## src/rtl/uart_rx_pkg.sv

```systemverilog
package uart_rx_pkg;

    // oversampling ratio fixed by the line protocol
    localparam int OSR       = 16;
    localparam int PH_W      = $clog2(2 * OSR);
    localparam int MID_PH    = OSR / 2;          // tick of the 9th sample
    localparam int HALF_PH   = OSR;              // tick of the 17th sample
    localparam int SECOND_PH = OSR + OSR / 2;    // tick of the 25th sample
    localparam int END_PH    = OSR - 1;

    typedef enum logic [2:0] {
        ST_IDLE,
        ST_START,
        ST_DATA,
        ST_PAR,
        ST_STOP
    } rx_state_e;

    typedef enum logic [1:0] {
        PAR_NONE = 2'b00,
        PAR_EVEN = 2'b01,
        PAR_ODD  = 2'b10,
        PAR_OFF  = 2'b11
    } par_mode_e;

    typedef enum logic [1:0] {
        STOP_ONE      = 2'b00,
        STOP_ONE_HALF = 2'b01,
        STOP_TWO      = 2'b10,
        STOP_TWO_ALT  = 2'b11
    } stop_mode_e;

    typedef struct packed {
        logic       wake;
        par_mode_e  par;
        stop_mode_e stop;
    } rx_cfg_t;

    function automatic logic maj3(input logic a, input logic b, input logic c);
        return (a & b) | (a & c) | (b & c);
    endfunction

    function automatic logic par_enabled(input par_mode_e p);
        return (p == PAR_EVEN) || (p == PAR_ODD);
    endfunction

    function automatic logic two_stops(input stop_mode_e s);
        return (s == STOP_TWO) || (s == STOP_TWO_ALT);
    endfunction

    function automatic logic [PH_W-1:0] stop_last_phase(input stop_mode_e s);
        case (s)
            STOP_ONE:      return PH_W'(OSR - 1);
            STOP_ONE_HALF: return PH_W'(OSR + OSR / 2 - 1);
            default:       return PH_W'(2 * OSR - 1);
        endcase
    endfunction

endpackage

```

## src/rtl/rx_line_sync.sv

```systemverilog
module rx_line_sync #(
    parameter int STAGES = 2
) (
    input  logic clk,
    input  logic rst,
    input  logic rxd_i,
    output logic rxd_o,
    output logic fall_o
);
    logic [STAGES-1:0] sync_q;
    logic              prev_q;

    always_ff @(posedge clk) begin
        if (rst) begin
            sync_q <= '1;
            prev_q <= 1'b1;
        end else begin
            sync_q <= {sync_q[STAGES-2:0], rxd_i};
            prev_q <= sync_q[STAGES-1];
        end
    end

    assign rxd_o  = sync_q[STAGES-1];
    assign fall_o = prev_q & ~sync_q[STAGES-1];

endmodule

```

## src/rtl/rx_bit_sampler.sv

```systemverilog
module rx_bit_sampler
    import uart_rx_pkg::*;
(
    input  logic            clk,
    input  logic            rst,
    input  logic            tick_i,
    input  logic            clear_i,
    input  logic            rxd_i,
    output logic [PH_W-1:0] phase_o,
    output logic            vote_o
);
    logic [PH_W-1:0] phase_q;
    logic [1:0]      hist_q;

    always_ff @(posedge clk) begin
        if (rst) begin
            phase_q <= '0;
            hist_q  <= 2'b11;
        end else if (clear_i) begin
            phase_q <= '0;
            hist_q  <= 2'b11;
        end else if (tick_i) begin
            phase_q <= phase_q + 1'b1;
            hist_q  <= {hist_q[0], rxd_i};
        end
    end

    // two stored samples plus the one being taken on this tick
    assign vote_o  = maj3(hist_q[1], hist_q[0], rxd_i);
    assign phase_o = phase_q;

endmodule

```

## src/rtl/rx_frame_ctrl.sv

```systemverilog
module rx_frame_ctrl
    import uart_rx_pkg::*;
#(
    parameter int DATA_W = 8
) (
    input  logic            clk,
    input  logic            rst,
    input  logic            en_i,
    input  rx_cfg_t         cfg_i,
    input  logic            fall_i,
    input  logic            tick_i,
    input  logic [PH_W-1:0] phase_i,
    input  logic            vote_i,
    output logic            clear_o,
    output logic            done_o,
    output logic [DATA_W:0] data_o,
    output logic            perr_o,
    output logic            ferr_o,
    output logic            wake_o
);
    localparam int NB_W = $clog2(DATA_W + 1);

    rx_state_e        state_q;
    rx_cfg_t          cfg_q;
    logic [NB_W-1:0]  bit_q;
    logic [DATA_W:0]  shreg_q;
    logic             parbit_q;
    logic             ferr_q;
    logic             done_q;

    logic            at_mid, at_end, stop_vote;
    logic [NB_W-1:0] last_bit;

    assign at_mid   = tick_i && (phase_i == PH_W'(MID_PH));
    assign at_end   = tick_i && (phase_i == PH_W'(END_PH));
    assign last_bit = cfg_q.wake ? NB_W'(DATA_W) : NB_W'(DATA_W - 1);

    always_comb begin
        stop_vote = 1'b0;
        if (tick_i) begin
            if (cfg_q.stop == STOP_ONE_HALF)
                stop_vote = (phase_i == PH_W'(HALF_PH));
            else
                stop_vote = (phase_i == PH_W'(MID_PH)) ||
                            (two_stops(cfg_q.stop) && phase_i == PH_W'(SECOND_PH));
        end
    end

    assign clear_o = ((state_q == ST_IDLE) && en_i && fall_i) ||
                     ((state_q == ST_START || state_q == ST_DATA || state_q == ST_PAR) && at_end);

    always_ff @(posedge clk) begin
        if (rst) begin
            state_q  <= ST_IDLE;
            cfg_q    <= '0;
            bit_q    <= '0;
            shreg_q  <= '0;
            parbit_q <= 1'b0;
            ferr_q   <= 1'b0;
            done_q   <= 1'b0;
        end else begin
            done_q <= 1'b0;
            case (state_q)
                ST_IDLE: begin
                    if (en_i && fall_i) begin
                        state_q <= ST_START;
                        cfg_q   <= cfg_i;
                    end
                end
                ST_START: begin
                    if (at_mid && vote_i) begin
                        state_q <= ST_IDLE;
                    end else if (at_end) begin
                        state_q <= ST_DATA;
                        bit_q   <= '0;
                        shreg_q <= '0;
                    end
                end
                ST_DATA: begin
                    if (at_mid) shreg_q[bit_q] <= vote_i;
                    if (at_end) begin
                        if (bit_q == last_bit) begin
                            state_q <= par_enabled(cfg_q.par) ? ST_PAR : ST_STOP;
                            ferr_q  <= 1'b0;
                        end else begin
                            bit_q <= bit_q + 1'b1;
                        end
                    end
                end
                ST_PAR: begin
                    if (at_mid) parbit_q <= vote_i;
                    if (at_end) begin
                        state_q <= ST_STOP;
                        ferr_q  <= 1'b0;
                    end
                end
                ST_STOP: begin
                    if (stop_vote && !vote_i) ferr_q <= 1'b1;
                    if (tick_i && phase_i == stop_last_phase(cfg_q.stop)) begin
                        state_q <= ST_IDLE;
                        done_q  <= 1'b1;
                    end
                end
                default: state_q <= ST_IDLE;
            endcase
        end
    end

    assign done_o = done_q;
    assign data_o = shreg_q;
    assign ferr_o = ferr_q;
    assign wake_o = cfg_q.wake;
    assign perr_o = par_enabled(cfg_q.par) &&
                    ((^shreg_q ^ parbit_q) != (cfg_q.par == PAR_ODD));

    assert_off_stays_idle_R9: assert property (@(posedge clk) disable iff (rst)
        (state_q == ST_IDLE && !en_i) |=> (state_q == ST_IDLE))
        else $error("idle receiver left idle while disabled");

    assert_glitch_abort_R1: assert property (@(posedge clk) disable iff (rst)
        (state_q == ST_START && at_mid && vote_i) |=> (state_q == ST_IDLE && !done_q))
        else $error("false start not abandoned");

    assert_done_single_R5: assert property (@(posedge clk) disable iff (rst)
        done_q |=> !done_q)
        else $error("completion lasted more than one cycle");

    assert_done_after_stop_R5: assert property (@(posedge clk) disable iff (rst)
        done_q |-> ($past(state_q) == ST_STOP && state_q == ST_IDLE))
        else $error("completion outside stop period");

endmodule

```

## src/rtl/rx_hold_buf.sv

```systemverilog
module rx_hold_buf #(
    parameter int DATA_W = 8
) (
    input  logic            clk,
    input  logic            rst,
    input  logic            done_i,
    input  logic [DATA_W:0] data_i,
    input  logic            perr_i,
    input  logic            ferr_i,
    input  logic            wake_i,
    input  logic            rd_i,
    output logic [DATA_W:0] data_o,
    output logic            full_o,
    output logic            load_o,
    output logic            perr_o,
    output logic            ferr_o,
    output logic            oerr_o
);
    logic [DATA_W:0] data_q;
    logic            full_q, load_q, perr_q, ferr_q, oerr_q;
    logic            keep;

    assign keep = done_i && (!wake_i || data_i[DATA_W]);

    always_ff @(posedge clk) begin
        if (rst) begin
            data_q <= '0;
            full_q <= 1'b0;
            load_q <= 1'b0;
            perr_q <= 1'b0;
            ferr_q <= 1'b0;
            oerr_q <= 1'b0;
        end else begin
            load_q <= keep;
            if (keep) begin
                data_q <= data_i;
                full_q <= 1'b1;
                perr_q <= perr_i;
                ferr_q <= ferr_i;
                oerr_q <= full_q && !rd_i;
            end else if (rd_i) begin
                full_q <= 1'b0;
            end
        end
    end

    assign data_o = data_q;
    assign full_o = full_q;
    assign load_o = load_q;
    assign perr_o = perr_q;
    assign ferr_o = ferr_q;
    assign oerr_o = oerr_q;

    assert_read_clears_R7: assert property (@(posedge clk) disable iff (rst)
        (rd_i && !done_i) |=> !full_q)
        else $error("read strobe did not empty buffer");

    assert_flags_move_on_load_R5: assert property (@(posedge clk) disable iff (rst)
        !load_q |-> $stable({perr_q, ferr_q, oerr_q}))
        else $error("error flags changed without a transfer");

    assert_drop_wake_R8: assert property (@(posedge clk) disable iff (rst)
        (done_i && wake_i && !data_i[DATA_W]) |=> (!load_q && $stable(data_q) && $stable(full_q)))
        else $error("non-address frame reached buffer");

    assert_overrun_cause_R6: assert property (@(posedge clk) disable iff (rst)
        (load_q && oerr_q) |-> $past(full_q && !rd_i))
        else $error("overrun without unread character");

endmodule

```

## src/rtl/uart_rx_core.sv

```systemverilog
module uart_rx_core
    import uart_rx_pkg::*;
#(
    parameter int DATA_W      = 8,
    parameter int SYNC_STAGES = 2
) (
    input  logic            clk,
    input  logic            rst,
    input  logic            os_tick,
    input  logic            rxd,
    input  logic            rx_en,
    input  logic [1:0]      par_mode,
    input  logic [1:0]      stop_mode,
    input  logic            wake_mode,
    input  logic            rd_buf,
    output logic [DATA_W:0] rx_data,
    output logic            rx_full,
    output logic            rx_load,
    output logic            err_parity,
    output logic            err_frame,
    output logic            err_overrun
);
    logic            line_s, line_fall;
    logic            samp_clear, samp_vote;
    logic [PH_W-1:0] samp_phase;
    logic            fr_done, fr_perr, fr_ferr, fr_wake;
    logic [DATA_W:0] fr_data;
    rx_cfg_t         cfg;

    assign cfg.wake = wake_mode;
    assign cfg.par  = par_mode_e'(par_mode);
    assign cfg.stop = stop_mode_e'(stop_mode);

    rx_line_sync #(.STAGES(SYNC_STAGES)) u_sync (
        .clk    (clk),
        .rst    (rst),
        .rxd_i  (rxd),
        .rxd_o  (line_s),
        .fall_o (line_fall)
    );

    rx_bit_sampler u_samp (
        .clk     (clk),
        .rst     (rst),
        .tick_i  (os_tick),
        .clear_i (samp_clear),
        .rxd_i   (line_s),
        .phase_o (samp_phase),
        .vote_o  (samp_vote)
    );

    rx_frame_ctrl #(.DATA_W(DATA_W)) u_ctrl (
        .clk     (clk),
        .rst     (rst),
        .en_i    (rx_en),
        .cfg_i   (cfg),
        .fall_i  (line_fall),
        .tick_i  (os_tick),
        .phase_i (samp_phase),
        .vote_i  (samp_vote),
        .clear_o (samp_clear),
        .done_o  (fr_done),
        .data_o  (fr_data),
        .perr_o  (fr_perr),
        .ferr_o  (fr_ferr),
        .wake_o  (fr_wake)
    );

    rx_hold_buf #(.DATA_W(DATA_W)) u_buf (
        .clk    (clk),
        .rst    (rst),
        .done_i (fr_done),
        .data_i (fr_data),
        .perr_i (fr_perr),
        .ferr_i (fr_ferr),
        .wake_i (fr_wake),
        .rd_i   (rd_buf),
        .data_o (rx_data),
        .full_o (rx_full),
        .load_o (rx_load),
        .perr_o (err_parity),
        .ferr_o (err_frame),
        .oerr_o (err_overrun)
    );

endmodule

```

## config.mk

```make
export PLATFORM = sky130hd
export DESIGN_NAME = uart_rx_core
export DESIGN_NICKNAME = d
export VERILOG_FILES = /design/src/rtl/uart_rx_pkg.sv /design/src/rtl/rx_line_sync.sv /design/src/rtl/rx_bit_sampler.sv /design/src/rtl/rx_frame_ctrl.sv /design/src/rtl/rx_hold_buf.sv /design/src/rtl/uart_rx_core.sv
export SDC_FILE = /design/constraint.sdc
export NUM_CORES = 1
export LEC_CHECK = 0
export BUFFER_PORTS_ARGS = -buffer_cell sky130_fd_sc_hd__buf_2
export CAP_MARGIN = 20
export CORE_ASPECT_RATIO = 1.4
export CORE_MARGIN = 2
export CORE_UTILIZATION = 40
export DETAILED_ROUTE_END_ITERATION = 6
export PLACE_DENSITY = 0.59
export REMOVE_ABC_BUFFERS = 1
export SYNTH_ARGS = -nofsm -noshare
export SYNTH_HDL_FRONTEND = slang
export SYNTH_HIERARCHICAL = 1
export SYNTH_SLANG_ARGS = --single-unit
```

## constraint.sdc

```tcl
create_clock -name clk -period 1.91 [get_ports clk]
set_input_delay 0.0955 -clock clk [delete_from_list [all_inputs] [get_ports clk]]
set_output_delay 0.0955 -clock clk [all_outputs]
set_load 0.01 [all_outputs]
```

======== Word level (Yosys, flattened, before mapping) ========
Cells that the tools add are included.
word-level totals
  output and inout bits ................... 14
  logic and storage cells ................. 132
  flip-flop bits (word level) ............. 48
operators by class
  bitwise gates (word level) .............. 9
  eq/ne operators ......................... 27
  reduce and logical (&&, ||, !) cells .... 38
  add/sub/neg operators ................... 2
  $lt $le $gt $ge ......................... 2
  mux-type cells .......................... 35
operator list
  operator                                               count
  two-way mux 9 bit                                      3
  two-way mux 3 bit                                      8
  two-way mux 4 bit                                      5
  case mux 9 bit (2 select lines)                        1
  case mux 3 bit (5 select lines)                        1
  logical AND 1 bit                                      14
  inequality test 2 x 1 -> 1 bit, second input constant  6
  == test 5 x 4 -> 1 bit, second input constant          2
  == test 5 bit, second input constant                   2
  two-way mux 1 bit                                      10
  two-way mux 5 bit                                      2
  case mux 5 bit (2 select lines)                        1
  AND reduction 5 bit                                    2
  bitwise mux 9 bit                                      1
  XOR reduction 9 bit                                    1
  inequality test 2 bit, second input constant           4
  case mux 4 bit (2 select lines)                        1
  logical OR 1 bit                                       7
  == test 2 bit, second input constant                   3
  == test 3 x 2 -> 1 bit, second input constant          2
  AND reduction 6 bit                                    1
  adder 5 x 1 -> 5 bit, second input constant            1
  == test 5 bit                                          1
  < comparator 4 x 5 -> 1 bit, second input constant     1
  22 further kinds                                       33

======== Longest topological paths before layout ========
Gate-level depths: netlist of run 1.
  depth in word-level cells ............... 9
  depth in mapped cells ................... 9
  depth with buffers taken out ............ 9

======== Hierarchy ========
Netlist of run 1, hierarchy kept.
by module, submodules not included
  module          instances  seq. area each (µm²)  cells each  area each (µm²)
  rx_frame_ctrl   1          480.5                 170         1503.9
  rx_hold_buf     1          280.3                 62          530.5
  rx_bit_sampler  1          140.1                 31          349.1
  rx_line_sync    1          60.1                  7           85.1

======== Least setup slack after synthesis of run 1 ========
No wires, ideal clock.
  path kind ............................... flip-flop to flip-flop
  start ................................... register u_samp.phase_q[3], in the netlist u_samp/phase_o[3]
  end ..................................... register u_ctrl.state_q[0]
  slack ................................... 0.184 ns
  cell stages (with the launch flop) ...... 6
  library setup time ...................... 0.123 ns
  data required time ...................... 1.787 ns
  arrival ................................. 1.602 ns
  path buffers ............................ 0
  cell sequence ........................... dfxtp_1 -> or4b_1 -> a31oi_1 -> nand2_1 -> a22oi_2 -> mux2_1
between the ends
  word-level cells in the longest chain between the ends .. 5
  elaborated cells between the ends (all ways) .. 14
  those cells by class .................... 7 x eq/ne; 2 x mux; 5 x reduce/logical
RTL lines
  what                                                                                            line                  source
  start, declared                                                                                 rx_bit_sampler.sv:12  logic [PH_W-1:0] phase_q;
  start signal, assigned                                                                          rx_bit_sampler.sv:23  phase_q <= phase_q + 1'b1;
  == test 5 x 4 -> 1 bit                                                                          rx_frame_ctrl.sv:34   assign at_mid = tick_i && (phase_i == PH_W'(MID_PH));
  logical AND 1 bit                                                                               rx_frame_ctrl.sv:34
  logical AND 1 bit                                                                               rx_frame_ctrl.sv:71   if (at_mid && vote_i) begin
  inequality test 3 x 2 -> 1 bit (no source line) / two-way mux 3 bit (equally long branches)     --
  AND reduction 6 bit (no source line) / case mux 3 bit (5 select lines) (equally long branches)  --
  end signal, assigned                                                                            rx_frame_ctrl.sv:83   state_q <= par_enabled(cfg_q.par) ? ST_PAR : ST_STOP;
  end, declared                                                                                   rx_frame_ctrl.sv:23   rx_state_e state_q;
Parallel ways exist; a longest one is shown, timed or not.
A chain may end at the register's enable or synchronous reset.

======== Worst setup path after layout of run 1 ========
  start ................................... register u_ctrl/cfg_q[1] (netlist name)
  end ..................................... register u_ctrl.state_q[0]
between the ends
  word-level cells in the longest chain between the ends .. 8
  elaborated cells between the ends (all ways) .. 9
  those cells by class .................... 3 x eq/ne; 3 x mux; 3 x reduce/logical
RTL lines
  what                                                                line                 source
  start, declared                                                     rx_frame_ctrl.sv:24  rx_cfg_t cfg_q;
  start signal, assigned                                              rx_frame_ctrl.sv:67  cfg_q <= cfg_i;
  == test 2 x 1 -> 1 bit / logical NOT 2 bit (equally long branches)  uart_rx_pkg.sv:52    case (s)
  case mux 5 bit (2 select lines) (*)                                 uart_rx_pkg.sv:52
  two-way mux 5 bit (*)                                               rx_frame_ctrl.sv:63  case (state_q)
  two-way mux 5 bit (*)                                               rx_frame_ctrl.sv:53  if (rst) begin
  == test 5 bit (*)                                                   rx_frame_ctrl.sv:99  if (tick_i && phase_i == stop_last_phase(cfg_q.stop)) begin
  logical AND 1 bit (*)                                               rx_frame_ctrl.sv:99
  inequality test 2 x 1 -> 1 bit (no source line) (*)                 --
  AND reduction 6 bit (no source line) (*)                            --
Mark *: on every way between the ends. The rest lies on a longest branch, timed or not. The select of a mux whose other input is x is not followed.

==> results of run 1 <==
-- synthesized netlist by cell type, drive strengths merged (2+ instances only) --
library cell / count / area (um2)
nor4bb: 4 / 40.0
clkbuf: 6 / 22.5
nor4b: 5 / 50.0
xnor2: 11 / 96.3
nor2: 26 / 100
inv: 7 / 26.3
nand4: 5 / 52.6
nor4: 2 / 27.5
dfxtp: 48 / 961
a21oi: 18 / 90.1
nand2b: 5 / 31.3
nor3: 6 / 40.0
mux2: 3 / 41.3
o21ai: 29 / 145
o32ai: 2 / 25.0
or2: 5 / 31.3
nor2b: 6 / 40.0
nor3b: 3 / 22.5
buf: 9 / 55.0
mux2i: 18 / 180
o31ai: 2 / 15.0
ha: 6 / 75.1
nand3: 13 / 70.1
nand2: 9 / 33.8
nand4bb: 2 / 22.5
-- worst max-delay path, stage by stage (launching register included) --
cell	delay [ns]
dfxtp_1	0.35
or4b_1	0.50
a31oi_1	0.23
nand2_1	0.11
a22oi_2	0.16
mux2_1	0.33
-- registers in the layout, indices dropped and copies added, names as in the netlist --
register and count:
u_buf/data_o 9, u_ctrl/data_o 9, u_samp/phase_o 5, u_ctrl/bit_q 4
u_ctrl/cfg_q 4, u_ctrl/state_q 3, u_samp/hist_q 2, u_sync/sync_q 2
u_buf/ferr_o 1, u_buf/full_o 1, u_buf/load_o 1, u_buf/oerr_o 1
u_buf/perr_o 1, u_ctrl/done_o 1, u_ctrl/ferr_o 1, u_ctrl/parbit_q 1
u_ctrl/wake_o 1, u_sync/prev_q 1
-- through the flow --
step / hold WS, ns / setup WS [ns] / util [%]
6_report: 0.0337 / 0.136 / 49.0
5_1_grt: 0.0406 / 0.0126 / 49.0
4_1_cts: 0.0201 / 0.0887 / 48.8
3_5_place_dp: 0.281 / 0.107 / 46.6
3_3_place_gp: 0.281 / 0.151 / 46.6
2_1_floorplan: 0.165 / 0.146 / -
-- repair_timing --
item,CTS,global route
hold buffers,1,0
endpoints found under the setup margin,0,5
setup buffers,0,1
gates resized for setup,0,1
endpoints found under the hold margin,1,0
-- power groups by stage --
stage               Combinational, uW  Clock, uW  Sequential (uW)
floorplan                         249          0             1150
detailed placement                464          0             1110
global route                      517        843             1090
global placement                  464          0             1110
CTS                               466        797             1080
finish                            468        764             1080
-- cells by family after synthesis --
logic type	count (synthesis)	synth area share, %
simple gates	98	25.1
xor+xnor	12	4.26
flops	48	38.9
mux	21	8.97
compound gates	62	15.1
buf+inv	22	4.21
fa+ha+maj	7	3.45
-- per-layer routing --
layer / global-route usage [%] / vias up / routed length (um)
met2: 30.6 / 21 / 2910
met4: 5.47 / 0 / 49
met5: 0 / - / 0
li1: - / 1046 / -
met1: 18.9 / 941 / 2290
met3: 2.92 / 4 / 102
-- worst max path at each step --
| stage | from | to | cells after the start |
|---|---|---|---|
| after floorplan | u_sync/sync_q[1] | u_ctrl/state_q[0] | 5 |
| after global placement | u_samp/phase_o[1] | u_samp/phase_o[4] | 5 |
| after detailed placement | u_samp/phase_o[1] | u_samp/phase_o[4] | 5 |
| after CTS | u_samp/phase_o[1] | u_samp/phase_o[3] | 5 |
| after global routing | u_ctrl/cfg_q[0] | u_ctrl/state_q[0] | 5 |
| final | u_ctrl/cfg_q[1] | u_ctrl/state_q[0] | 5 |
-- area by class of cell --
type                    count  area, um2
clock buffers               6       82.6
flip-flops and latches     48        961
inverters                   7       26.3
multi-input cells         200       1410
fillers                   590       3010
repair buffers             46        288
well taps                  70       87.6
clock inverters             2       38.8
==> flow_summary.yaml, run 1 <==
power:
  ir_worst_vdd_uv: 424
  p_int_uw: 1670
  power_density_nw_per_um2: 801
  p_switching_uw: 646
  switching_share_pct: 27.9
  p_seq_share_pct: 46.8
  power_leakage_uw: 0.00117
  combPwrFrac_pct: 20.2
  clockPowerShare_pct: 33.0
  totalPowerFinal_uw: 2320
drt:
  drt_iter0_drc: 90
  drc_errors: 0
  routed_wl_um: 5350
  routed-via-count: 2012
  ant_nets: 0
  routedWlPerCell_um: 14.1
  routed_via_density: 5.31
  drt_first_pass_iters: 6
timing:
  rsz0062_at_grt: "no"
  worstMarginPinSlew_ns: 0.449
  period_minus_slack_ns: 1.77
  skew_ns: 0.00379
  fmax_mhz: 564
  timing.final.crit_share_pct: 92.9
  slew_headroom_pct: 69.9
  setup_viol: 0
  setup_tns_ns: 0
  hold_violations: 0
  drv_slew: 0
floorplan:
  core_um2: 5900
  fp.dieW_um: 70.4
  die_area_um2: 6820
  die_height_um: 97.0
  start_util_pct: 41.8
  rows: 33
  io_pins: 25
layout:
  syn_to_final_growth_pct: 17.2
  layout_commonest_cell: "dfxtp_1"
  fin_nets: 325
  mostFrequentLayoutCells: "48 x dfxtp_1, 25 x nor2_1, 24 x buf_2"
  layout.cells.non_filler: 379
  design_area_um2: 2890
  n_antenna_cell: 0
  post_route_cells_drive_above_1_share_pct: 22.7
cts:
  cts_root_buf: "clkbuf_8"
  cts_buffers: 5
  insertion_delay_ns: 0.30
  cts.sinks: 48
  htreeDepth: 2
  tritoncts: "built"
  clockBufferDepth: 2
  clk_pin_slew_ns: 0.09
synthesis:
  async_flop_share_pct: 0
  synth_cells: 270
  syn_area_per_cell_um2: 9.14
  ys_types: 61
  synth-edff-count: 0
  synth-seq-cells: 48
  ys.warnings.count: 6
  yosysSeqAreaShare_pct: 38.9
  ys.flop_type: "dfxtp_1"
  synth_area_um2: 2470
placement:
  place_area_um2: 2750
  dp_hpwl_um: 4040
  dp_cells: 369
  gp_congestion: 0.811
  port_buffers: 24
worst_hold_path:
  min_from: "wake_mode"
  holdCritPathClass: "input pin to register"
  holdPathStages: 3
  holdPathEnd: "u_ctrl/wake_o"
worst_setup_path:
  crit_path_end_kind: "register"
  r2r-end: "u_ctrl/state_q[0]"
  critPathMaxFanout: 5
  timing.rr.start: "u_ctrl/cfg_q[1]"
  crit_required_ns: 2.10
  reg2reg_slack_ns: 0.14
  ff2ff_path_depth: 5
  critPathKind: "register to register"
  worstPathArrival_ns: 1.96
  startpoint_type: "register"
global_routing:
  gr-total-overflow: 0
  grt_max_degree: 20
  antenna_found_initial: 0
  grt.total_usage_pct: 16.6
  grt_pass1_wl_um: 9150
  grt_pass1_vias: 1954
outcome:
  status: "finished, final reports clean"
flow_run:
  cap_viol_max_count: 0
Power figures use the tool's default switching activity.
==> inputs of run 2 (changes only) <==
--- a/config.mk
+++ b/config.mk
@@ -9,11 +9,10 @@
 export CAP_MARGIN = 20
 export CORE_ASPECT_RATIO = 1.4
 export CORE_MARGIN = 2
-export CORE_UTILIZATION = 40
+export CORE_UTILIZATION = 58
 export DETAILED_ROUTE_END_ITERATION = 6
-export PLACE_DENSITY = 0.59
+export PLACE_DENSITY = 0.8
 export REMOVE_ABC_BUFFERS = 1
 export SYNTH_ARGS = -nofsm -noshare
 export SYNTH_HDL_FRONTEND = slang
-export SYNTH_HIERARCHICAL = 1
 export SYNTH_SLANG_ARGS = --single-unit
==> run 2 against run 1 <==
The run now ends with negative setup slack left. Total power is 17% lower. Global-route usage increased by 6.4 points. Clock skew is 0.0086 ns higher. Critical endpoint is now u_ctrl.data_o[2]. Via count is 2.2% lower. Routed wire length down 2.4%. Clock-buffer cell count did not move. Non-clock buffer count grew 9. Synthesized area fell by 2.6%. Synthesized cell count decreased by 5.9%. Worst setup slack got worse by 0.36 ns. Largest cell class unchanged.
==> flow_summary.yaml, run 2 <==
cts:
  cts.sinks: 48
  htreeDepth: 2
  clk_pin_slew_ns: 0.09
  tritoncts: "built"
  clockBufferDepth: 2
  insertion_delay_ns: 0.31
  cts_buffers: 5
  cts_root_buf: "clkbuf_8"
power:
  p_seq_share_pct: 54.6
  p_int_uw: 1440
  p_switching_uw: 474
  power_leakage_uw: 0.00131
  power_density_nw_per_um2: 649
  totalPowerFinal_uw: 1920
  ir_worst_vdd_uv: 900
  switching_share_pct: 24.7
  clockPowerShare_pct: 32.2
  combPwrFrac_pct: 13.2
synthesis:
  yosysSeqAreaShare_pct: 40.0
  synth_top_area_share_pct: 40.0
  synth_common_cells: "48 x dfxtp_1, 33 x nor2_1, 20 x mux2i_1"
  ys_types: 52
  async_flop_share_pct: 0
  ys.warnings.count: 0
  synth_cells: 254
  synth-seq-cells: 48
  synth-edff-count: 0
  synth.area.top_cells: "dfxtp_1 40%, mux2i_1 8.3%, nor2_1 5.2%"
  synth_area_um2: 2400
  synth_top_cell_by_area: "dfxtp_1"
  yosysMostFrequentCell: "dfxtp_1"
  ys.flop_type: "dfxtp_1"
  syn_area_per_cell_um2: 9.47
layout:
  fill_cells: 279
  mostFrequentLayoutCells: "46 x dfxtp_1, 33 x nor2_1, 29 x buf_4"
  n_antenna_cell: 0
  fin_nets: 321
  syn_to_final_growth_pct: 22.9
  layout_commonest_cell: "dfxtp_1"
  design_area_um2: 2960
  final_core_util_pct: 74.8
  post_route_cells_drive_above_1_share_pct: 33.8
timing:
  timing.final.crit_share_pct: 112
  hold_violations: 0
  fmax_mhz: 470
  skew_ns: 0.0123
  rsz0062_at_grt: "yes"
  slew_headroom_pct: 62.6
  worstMarginPinSlew_ns: 0.560
  period_minus_slack_ns: 2.13
  setup_tns_ns: -1.22
  drv_slew: 0
  setup_viol: 11
  timing.final.ws_setup_ns: -0.220
  hold-worst-slack_ns: 0.0199
global_routing:
  grt.total_usage_pct: 23.0
  grt_pass1_vias: 1888
  grt_max_degree: 32
  grt_pass1_wl_um: 8190
  antenna_found_initial: 0
  gr-total-overflow: 0
worst_setup_path:
  reg2reg_slack_ns: -0.22
  startpoint_type: "register"
  crit_path_end_kind: "register"
  slowest_stage: "a311o_4"
  crit_required_ns: 2.12
  worstPathArrival_ns: 2.34
  crit_top_cell: "ha_4"
  crit_path_cell_trace: "ha_4 -> and3_4 -> ha_4 -> nand4b_1 -> a311o_4 -> a2111oi_4 -> mux2i_1 -> nor2_2"
  critPathMaxFanout: 4
  max_stage_delay_ns: 0.38
  critPathKind: "register to register"
flow_run:
  cap_viol_max_count: 0
floorplan:
  die_area_um2: 4680
  start_util_pct: 60.8
  die_height_um: 80.2
  io_pins: 25
  rows: 27
  fp.dieW_um: 58.4
  core_um2: 3950
drt:
  routed-via-count: 1968
  routed_wl_um: 5220
  drc_errors: 0
  drt_first_pass_iters: 4
  drt_iter0_drc: 57
  routedWlPerCell_um: 15.1
  ant_nets: 0
  routed_via_density: 5.70
placement:
  place_area_um2: 2720
  gp_congestion: 0.843
  port_buffers: 24
  dp_hpwl_um: 3650
outcome:
  status: "complete, but fails checks"
  violations: "negative setup slack"
worst_hold_path:
  holdCritPathClass: "input pin to register"
==> run 2: cell types whose count changed in the layout (fill, tap and decap cells not counted), moves of 5 or more <==
cell     delta
a21bo_2     +5
a21oi_1     -5
buf_4       +8
inv_1       +5
nor2_1      +8
o21ai_1    -20
xnor2_1     -5
xor2_1      +5
==> run 2: worst paths after layout <==
check | from | endpoint | cells past startpoint
max reg2reg | u_samp.phase_o[0] | u_ctrl.data_o[2] | 8
min | par_mode[0] | u_ctrl.cfg_q[2] | 3
min reg2reg | u_sync.sync_q[0] | u_sync.sync_q[1] | 1
max | u_samp.phase_o[0] | u_ctrl.data_o[2] | 8
==> run 2: cell type report <==
cell class                 instances  area [um2]  area share (%)
inverter                          11        41.3            1.40
timing repair buffer              55         359            12.2
sequential                        48         963            32.6
tap                               43        53.8            1.82
clock buffer                       6        82.6            2.79
clock inverter                     1        8.76           0.296
multi-input combinational        181        1450            48.9
==> run 2: power by group through the flow <==
| stage | registers [uW] | logic (uW) | clock network (uW) |
|---|---|---|---|
| 2_1_floorplan | 1070 | 121 | 0 |
| 3_3_place_gp | 1060 | 225 | 0 |
| 3_5_place_dp | 1070 | 230 | 0 |
| 4_1_cts | 1050 | 235 | 630 |
| 5_1_grt | 1050 | 277 | 677 |
| 6_report | 1050 | 253 | 618 |
==> run 2: logic make-up after synthesis <==
group,count (synthesis),synth area share [%]
multiplexers,21,8.79
XOR/XNOR,15,6.04
AND/OR/NAND/NOR,90,20.3
adder cells (fa/ha/maj),9,4.63
buffers and inverters,25,4.37
AO/OA/AOI/OAI,46,15.9
flip-flops,48,40.0
==> run 2: per-layer routing <==
metal,global-route usage [%],vias to the layer above,wire length (um)
li1,-,978,-
met1,22.8,927,1980
met2,41.8,44,2810
met3,4.99,19,180
met4,14.9,0,249
met5,0,-,0
==> run 2: what timing repair did <==
| item | 4_1_cts | 5_1_grt |
|---|---|---|
| gates resized for setup | 10 | 14 |
| setup endpoints to repair | 10 | 16 |
| endpoints found under the hold margin | 1 | 0 |
| setup buffers | 2 | 1 |
| hold buffers | 1 | 0 |
| pin swaps | 3 | 5 |
==> run 2: stage by stage <==
| stage | setup slack [ns] | std cells |
|---|---|---|
| after detailed placement | -0.269 | 334 |
| after CTS | -0.178 | 344 |
| after global placement | -0.184 | 334 |
| final | -0.220 | 345 |
| after global routing | -0.325 | 345 |
| after floorplan | -0.209 | 240 |
==> run 2: worst max-delay path, delay by kind of cell, from the launching register on <==
family	cells	cell delay [ns]
compound gates	2	0.75
fa+ha+maj	2	0.26
flops	1	0.35
mux	1	0.29
simple gates	3	0.38
